===== config.mk =====
export PLATFORM = sky130hd
export DESIGN_NAME = ctx_cfg_bank
export DESIGN_NICKNAME = d
export VERILOG_FILES = /design/src/rtl/ctx_pkg.sv /design/src/rtl/ctx_store.sv /design/src/rtl/ctx_select.sv /design/src/rtl/lut_array.sv /design/src/rtl/ctx_cfg_bank.sv
export SDC_FILE = /design/constraint.sdc
export NUM_CORES = 1
export LEC_CHECK = 0
export ABC_AREA = 1
export BUFFER_PORTS_ARGS = -buffer_cell sky130_fd_sc_hd__buf_2
export CAP_MARGIN = 5
export CORE_MARGIN = 1.5
export CORE_UTILIZATION = 50
export CTS_CLUSTER_DIAMETER = 40
export DETAILED_ROUTE_END_ITERATION = 10
export PLACE_DENSITY = 0.73
export REMOVE_ABC_BUFFERS = 1
export SLEW_MARGIN = 20
export SYNTH_ARGS = -nofsm -noshare
export SYNTH_HDL_FRONTEND = slang
export SYNTH_HIERARCHICAL = 1
export SYNTH_SLANG_ARGS = --single-unit

===== constraint.sdc =====
create_clock -name clk_i -period 2.6 [get_ports clk_i]
set_clock_uncertainty 0.2 [all_clocks]
set_input_delay 0.78 -clock clk_i [delete_from_list [all_inputs] [get_ports clk_i]]
set_output_delay 0.78 -clock clk_i [all_outputs]
set_load 0.03 [all_outputs]

===== src/rtl/ctx_pkg.sv =====
package ctx_pkg;
  typedef enum logic [1:0] {
    SEL_HOLD,
    SEL_SWITCH,
    SEL_BACK,
    SEL_APPLY
  } sel_op_e;
endpackage


===== src/rtl/ctx_store.sv =====
module ctx_store #(
  parameter int N_CTX = 4,
  parameter int CFG_W = 64,
  localparam int IDX_W = $clog2(N_CTX)
) (
  input  logic             clk_i,
  input  logic             rst_ni,
  input  logic             wr_en_i,
  input  logic [IDX_W-1:0] wr_idx_i,
  input  logic [CFG_W-1:0] wr_data_i,
  input  logic [IDX_W-1:0] act_idx_i,
  output logic [CFG_W-1:0] rd_data_o,
  output logic             wr_err_o
);
  logic [CFG_W-1:0] slot_q [N_CTX];
  logic wr_ok;

  assign wr_ok = wr_en_i && (wr_idx_i != act_idx_i);

  for (genvar k = 0; k < N_CTX; k++) begin : g_slot
    always_ff @(posedge clk_i or negedge rst_ni) begin
      if (!rst_ni)                                    slot_q[k] <= '0;
      else if (wr_ok && wr_idx_i == IDX_W'(k))        slot_q[k] <= wr_data_i;
    end
  end

  always_comb begin
    rd_data_o = '0;
    for (int k = 0; k < N_CTX; k++)
      if (act_idx_i == IDX_W'(k)) rd_data_o = slot_q[k];
  end

  always_ff @(posedge clk_i or negedge rst_ni) begin
    if (!rst_ni) wr_err_o <= 1'b0;
    else         wr_err_o <= wr_en_i && !wr_ok;
  end


  bg_write_quiet_chk: assert property (@(posedge clk_i) disable iff (!rst_ni)
    (wr_en_i && wr_idx_i != act_idx_i) |=>
      (act_idx_i != $past(act_idx_i)) || $stable(rd_data_o));


  live_write_flag_chk: assert property (@(posedge clk_i) disable iff (!rst_ni)
    (wr_en_i && wr_idx_i == act_idx_i) |=> wr_err_o);


  live_write_keep_chk: assert property (@(posedge clk_i) disable iff (!rst_ni)
    (wr_en_i && wr_idx_i == act_idx_i) |=>
      (act_idx_i != $past(act_idx_i)) || $stable(rd_data_o));
endmodule


===== src/rtl/ctx_select.sv =====
module ctx_select #(
  parameter int N_CTX = 4,
  localparam int IDX_W = $clog2(N_CTX)
) (
  input  logic             clk_i,
  input  logic             rst_ni,
  input  logic             sw_en_i,
  input  logic [IDX_W-1:0] sw_idx_i,
  input  logic             fb_i,
  input  logic             wr_en_i,
  input  logic [IDX_W-1:0] wr_idx_i,
  output logic [IDX_W-1:0] act_idx_o
);
  import ctx_pkg::*;

  logic [IDX_W-1:0] act_q, prev_q, pend_idx_q;
  logic             pend_q;
  logic             clash;
  sel_op_e          op;

  // write wins over a switch to the same slot; switch slips one cycle
  assign clash = wr_en_i && (wr_idx_i == sw_idx_i);

  always_comb begin
    if (pend_q)                              op = SEL_APPLY;
    else if (fb_i)                           op = SEL_BACK;
    else if (sw_en_i && sw_idx_i != act_q)   op = SEL_SWITCH;
    else                                     op = SEL_HOLD;
  end

  always_ff @(posedge clk_i or negedge rst_ni) begin
    if (!rst_ni) begin
      act_q      <= '0;
      prev_q     <= '0;
      pend_idx_q <= '0;
      pend_q     <= 1'b0;
    end else begin
      unique case (op)
        SEL_APPLY: begin
          prev_q <= act_q;
          act_q  <= pend_idx_q;
          pend_q <= 1'b0;
        end
        SEL_BACK: begin
          prev_q <= act_q;
          act_q  <= prev_q;
        end
        SEL_SWITCH: begin
          if (clash) begin
            pend_q     <= 1'b1;
            pend_idx_q <= sw_idx_i;
          end else begin
            prev_q <= act_q;
            act_q  <= sw_idx_i;
          end
        end
        default: ;
      endcase
    end
  end

  assign act_idx_o = act_q;


  switch_one_cycle_chk: assert property (@(posedge clk_i) disable iff (!rst_ni)
    (sw_en_i && !fb_i && !pend_q && !clash) |=> act_q == $past(sw_idx_i));


  fallback_swap_chk: assert property (@(posedge clk_i) disable iff (!rst_ni)
    (fb_i && !pend_q) |=> (act_q == $past(prev_q)) && (prev_q == $past(act_q)));


  clash_defer_chk: assert property (@(posedge clk_i) disable iff (!rst_ni)
    (sw_en_i && !fb_i && !pend_q && clash && sw_idx_i != act_q) |=> $stable(act_q) && pend_q);


  pend_apply_chk: assert property (@(posedge clk_i) disable iff (!rst_ni)
    pend_q |=> (act_q == $past(pend_idx_q)) && !pend_q);
endmodule


===== src/rtl/lut_array.sv =====
module lut_array #(
  parameter int LUT_NUM = 4,
  parameter int LUT_K   = 4,
  localparam int TBL_W  = 1 << LUT_K,
  localparam int CFG_W  = LUT_NUM * TBL_W
) (
  input  logic [CFG_W-1:0]         cfg_i,
  input  logic [LUT_NUM*LUT_K-1:0] sel_i,
  output logic [LUT_NUM-1:0]       out_o
);
  for (genvar i = 0; i < LUT_NUM; i++) begin : g_lut
    logic [TBL_W-1:0] tbl;
    logic [LUT_K-1:0] s;
    assign tbl      = cfg_i[i*TBL_W +: TBL_W];
    assign s        = sel_i[i*LUT_K +: LUT_K];
    assign out_o[i] = tbl[s];
  end
endmodule


===== src/rtl/ctx_cfg_bank.sv =====
module ctx_cfg_bank #(
  parameter int N_CTX   = 4,
  parameter int LUT_NUM = 4,
  parameter int LUT_K   = 4,
  localparam int IDX_W  = $clog2(N_CTX),
  localparam int TBL_W  = 1 << LUT_K,
  localparam int CFG_W  = LUT_NUM * TBL_W
) (
  input  logic                     clk_i,
  input  logic                     rst_ni,
  input  logic                     wr_en_i,
  input  logic [IDX_W-1:0]         wr_idx_i,
  input  logic [CFG_W-1:0]         wr_data_i,
  input  logic                     sw_en_i,
  input  logic [IDX_W-1:0]         sw_idx_i,
  input  logic                     fb_i,
  input  logic [LUT_NUM*LUT_K-1:0] lut_in_i,
  output logic [IDX_W-1:0]         act_idx_o,
  output logic [CFG_W-1:0]         cfg_o,
  output logic [LUT_NUM-1:0]       lut_o,
  output logic                     wr_err_o
);
  logic [IDX_W-1:0] act_idx;
  logic [CFG_W-1:0] cfg;

  ctx_select #(.N_CTX(N_CTX)) u_sel (
    .clk_i, .rst_ni, .sw_en_i, .sw_idx_i, .fb_i, .wr_en_i, .wr_idx_i,
    .act_idx_o(act_idx)
  );

  ctx_store #(.N_CTX(N_CTX), .CFG_W(CFG_W)) u_store (
    .clk_i, .rst_ni, .wr_en_i, .wr_idx_i, .wr_data_i,
    .act_idx_i(act_idx), .rd_data_o(cfg), .wr_err_o
  );

  lut_array #(.LUT_NUM(LUT_NUM), .LUT_K(LUT_K)) u_lut (
    .cfg_i(cfg), .sel_i(lut_in_i), .out_o(lut_o)
  );

  assign act_idx_o = act_idx;
  assign cfg_o     = cfg;


  err_pulse_chk: assert property (@(posedge clk_i) disable iff (!rst_ni)
    (wr_err_o && !(wr_en_i && wr_idx_i == act_idx)) |=> !wr_err_o);
endmodule


==> reports/results.ini <==
[status]
outcome=finished with violations
violations=setup timing

[critical_path]
cp_slowest_stage_delay_ns=0.45
cp-start-kind=flop
cp_slowest_cell=dfrtp_2
critPathMaxFanout=7
endpoint_kind=output port
cp.required_ns=1.62
rr_startpoint=u_sel/act_idx_o[0]$_DFFE_PN0P_
critPathCapture=lut_o[0]
worst_r2r_path_depth=7
crit_start=u_sel/act_idx_o[1]$_DFFE_PN0P_
path_class=flop to output port
rrSetupSlack_ns=0.45
arrival_ns=2.39
r2r-end=u_store/slot_q[167]$_DFFE_PN0P_
cp_cell_sequence=inv_2, nor2_4, buf_12, buf_12, nand2_2, nand4_1, inv_1, nand2_1, nand3_1, nand3_2, nand3_1, nand2_1, buf_6

[global_route]
antenna_found_initial=1
grt_max_degree=101
grt_pass1_vias=13400
grt_pass1_wl_microns=70600
grt-ovfl-total=0
track_usage_pct=31.2

[synth]
synth.most_common_cell=nand2_1
synthTopCellsByCount=nand2_1, nand4_1, dfrtp_1
ys.flop_type=dfrtp_1
synth_edf_count=0
yosysSeqAreaShare_pct=48.5
syn_area_sq_um=13600
syn_avg_cell_area_sq_um=7.73
yosys-top-cells-area=dfrtp_1, nand2_1, nand4_1, buf_2, buf_6
synth_cells=1761
synth_top_cell_by_area=dfrtp_1
synth_warnings=6
synth_top_area_share_pct=48.5
async_reset_ff_share_pct=100
yosysUniqueCellTypes=22
synth-seq-cells=264

[sta]
min_period_ns=3.37
worstMarginPinSlew_ns=0.657
relSlewSlack_pct=56.2
holdWs_ns=0.268
hold_violations=0
setup_violations=68
max_freq_mhz=297
rsz0062_at_grt=yes
slew_violations=0
fin_crit_sh_pct=130
worst_slack_ns=-0.769

[cts]
clock_sinks=264
cts_buffers=40
cts_max_level=2
tritoncts=yes
cts-root-buf=clkbuf_16
clock_latency_ns=0.52
clkTransAtPathRegs_ns=0.05
cts_buffer_depth=3

[detailed_routing]
drc_errors=0
first_pass_iters=6
postRouteAntennaNets=0
finalWirelength_microns=45400
viasPerCell=5.94
drtIter0Drc=1678
num_vias=13900
wl_per_cell_microns=19.4

[finish]
fin_cells=2340
drive_gt1_share_pct=22.2
syn_to_final_growth_pct=29.8
nNetsFinal=2057
design_area_sq_um=17700
num-fill-cells=2117

[place]
place_inst=2240
place_area_sq_um=15200
place.gp.congestion=0.874
dp_hpwl_microns=25700
io_buffers=159
post-place-ws_ns=-0.238

[flow_run]
drv_cap=0

[die]
pin_count=160
die_y_microns=168
rows=60
core_area_sq_um=26800
die_w_microns=168
floorplan.initialDensity_pct=50.8
dieArea_sq_um=28200

[power_and_ir_drop]
power.total_mw=19.3
p_int_mw=12.2
switching_share_pct=36.9
leakagePower_nw=9.19
p_switching_mw=7.11
combPwrFrac_pct=39.0
pwr-share-clk_pct=30.6
pwr-share-seq_pct=30.4
power_density_nw_per_um2=1090
peakVddDrop_v=0.000642

[hold_path]
hold_path_class=flop to flop

[power groups by stage]
stage | Combinational (mW) | Clock (mW) | Sequential [mW]
6_report | 7.51 | 5.90 | 5.87
4_1_cts | 6.77 | 5.94 | 5.81
2_1_floorplan | 3.49 | 0 | 5.70
3_5_place_dp | 6.19 | 0 | 5.84
5_1_grt | 8.06 | 6.14 | 5.97
3_3_place_gp | 6.08 | 0 | 5.81
[cells in the final DEF (no fill, tap or decap)]
master and n:
dfrtp_2 2, nor2_1 2, clkbuf_16 47, nand4_1 322, nand3_1 51, nand2_1 845
clkbuf_4 12, buf_8 2, clkinvlp_4 3, xnor2_1 2, clkinv_4 7, inv_2 5
nand2_2 31, bufinv_16 8, buf_2 93, buf_6 46, dfrtp_1 262, nand2_4 5
inv_8 1, buf_4 108, diode_2 1, nor2_4 8, buf_16 3, buf_12 29
bufbuf_16 2, inv_1 67, dlygate4sd3_1 1, nand2_8 1, clkinv_2 4, o21ai_0 2
clkbuf_8 6, nand3_2 8, nand3_4 6, inv_6 7
[routing by layer]
metal / vias up / share of wire [%] / global-route usage (%)
met5: - / 0 / 0
met4: 0 / 2.2 / 10.7
met3: 99 / 8.7 / 4.54
met2: 781 / 49 / 51.5
met1: 6749 / 40 / 42.3
li1: 6280 / - / -
[state kept, by name, indices dropped and copies added, names as in the netlist]
signal	count
u_sel/pend_q	1
u_store/wr_err_o	1
u_sel/prev_q	2
u_store/slot_q	256
u_sel/act_idx_o	2
u_sel/pend_idx_q	2
[critical path, delay by kind of cell (launching register included)]
family	cells	cell delay, ns
flip-flops	1	0.45
AND/OR/NAND/NOR	8	0.79
buffers and inverters	5	0.61
[area by class of cell]
| cell class | instances | area [sq um] | share of cell area, % |
|---|---|---|---|
| clock inverter | 25 | 373 | 2.11 |
| tap | 341 | 427 | 2.42 |
| multi-input combinational | 1283 | 6020 | 34.1 |
| sequential | 264 | 6610 | 37.4 |
| inverter | 77 | 314 | 1.78 |
| timing repair buffer | 302 | 2800 | 15.9 |
| clock buffer | 47 | 1110 | 6.28 |
| antenna | 1 | 2.50 | 0.0142 |
[cell families (layout without fill, tap and decap cells)]
kind of cell	Yosys count	in the layout	share of synthesized area, %
AND/OR/NAND/NOR	1279	1279	42.9
AO/OA/AOI/OAI	2	2	0.0736
flip-flops	264	264	48.5
other	0	1	0
buffers and inverters	214	451	8.32
XOR/XNOR	2	2	0.129
[stage by stage]
step | util, % | TNS [ns]
after floorplan | - | -300.53
after global placement | 56.8 | -0.758
after detailed placement | 56.8 | -0.891
after CTS | 63.8 | -26.26
after global routing | 65.9 | -33.07
final | 65.9 | -28.45
[worst min-delay path by stage]
stage | start | end | cells past startpoint
after floorplan | u_store/slot_q[0]$_DFFE_PN0P_ | u_store/slot_q[0]$_DFFE_PN0P_ | 2
after global placement | u_store/slot_q[202]$_DFFE_PN0P_ | u_store/slot_q[202]$_DFFE_PN0P_ | 2
after detailed placement | u_store/slot_q[230]$_DFFE_PN0P_ | u_store/slot_q[230]$_DFFE_PN0P_ | 2
after CTS | u_store/slot_q[5]$_DFFE_PN0P_ | u_store/slot_q[5]$_DFFE_PN0P_ | 2
after global routing | u_store/slot_q[191]$_DFFE_PN0P_ | u_store/slot_q[191]$_DFFE_PN0P_ | 2
final | u_store/slot_q[172]$_DFFE_PN0P_ | u_store/slot_q[172]$_DFFE_PN0P_ | 2
[what timing repair did]
action / CTS / global route
cloned: 4 / 8
gates resized for setup: 75 / 103
pin swaps: 5 / 22
hold buffers: 1 / 0
buffers inserted: 4 / 17
hold endpoints to repair: 27 / 0
setup endpoints to repair: 68 / 68
Power figures use the tool's default switching activity.
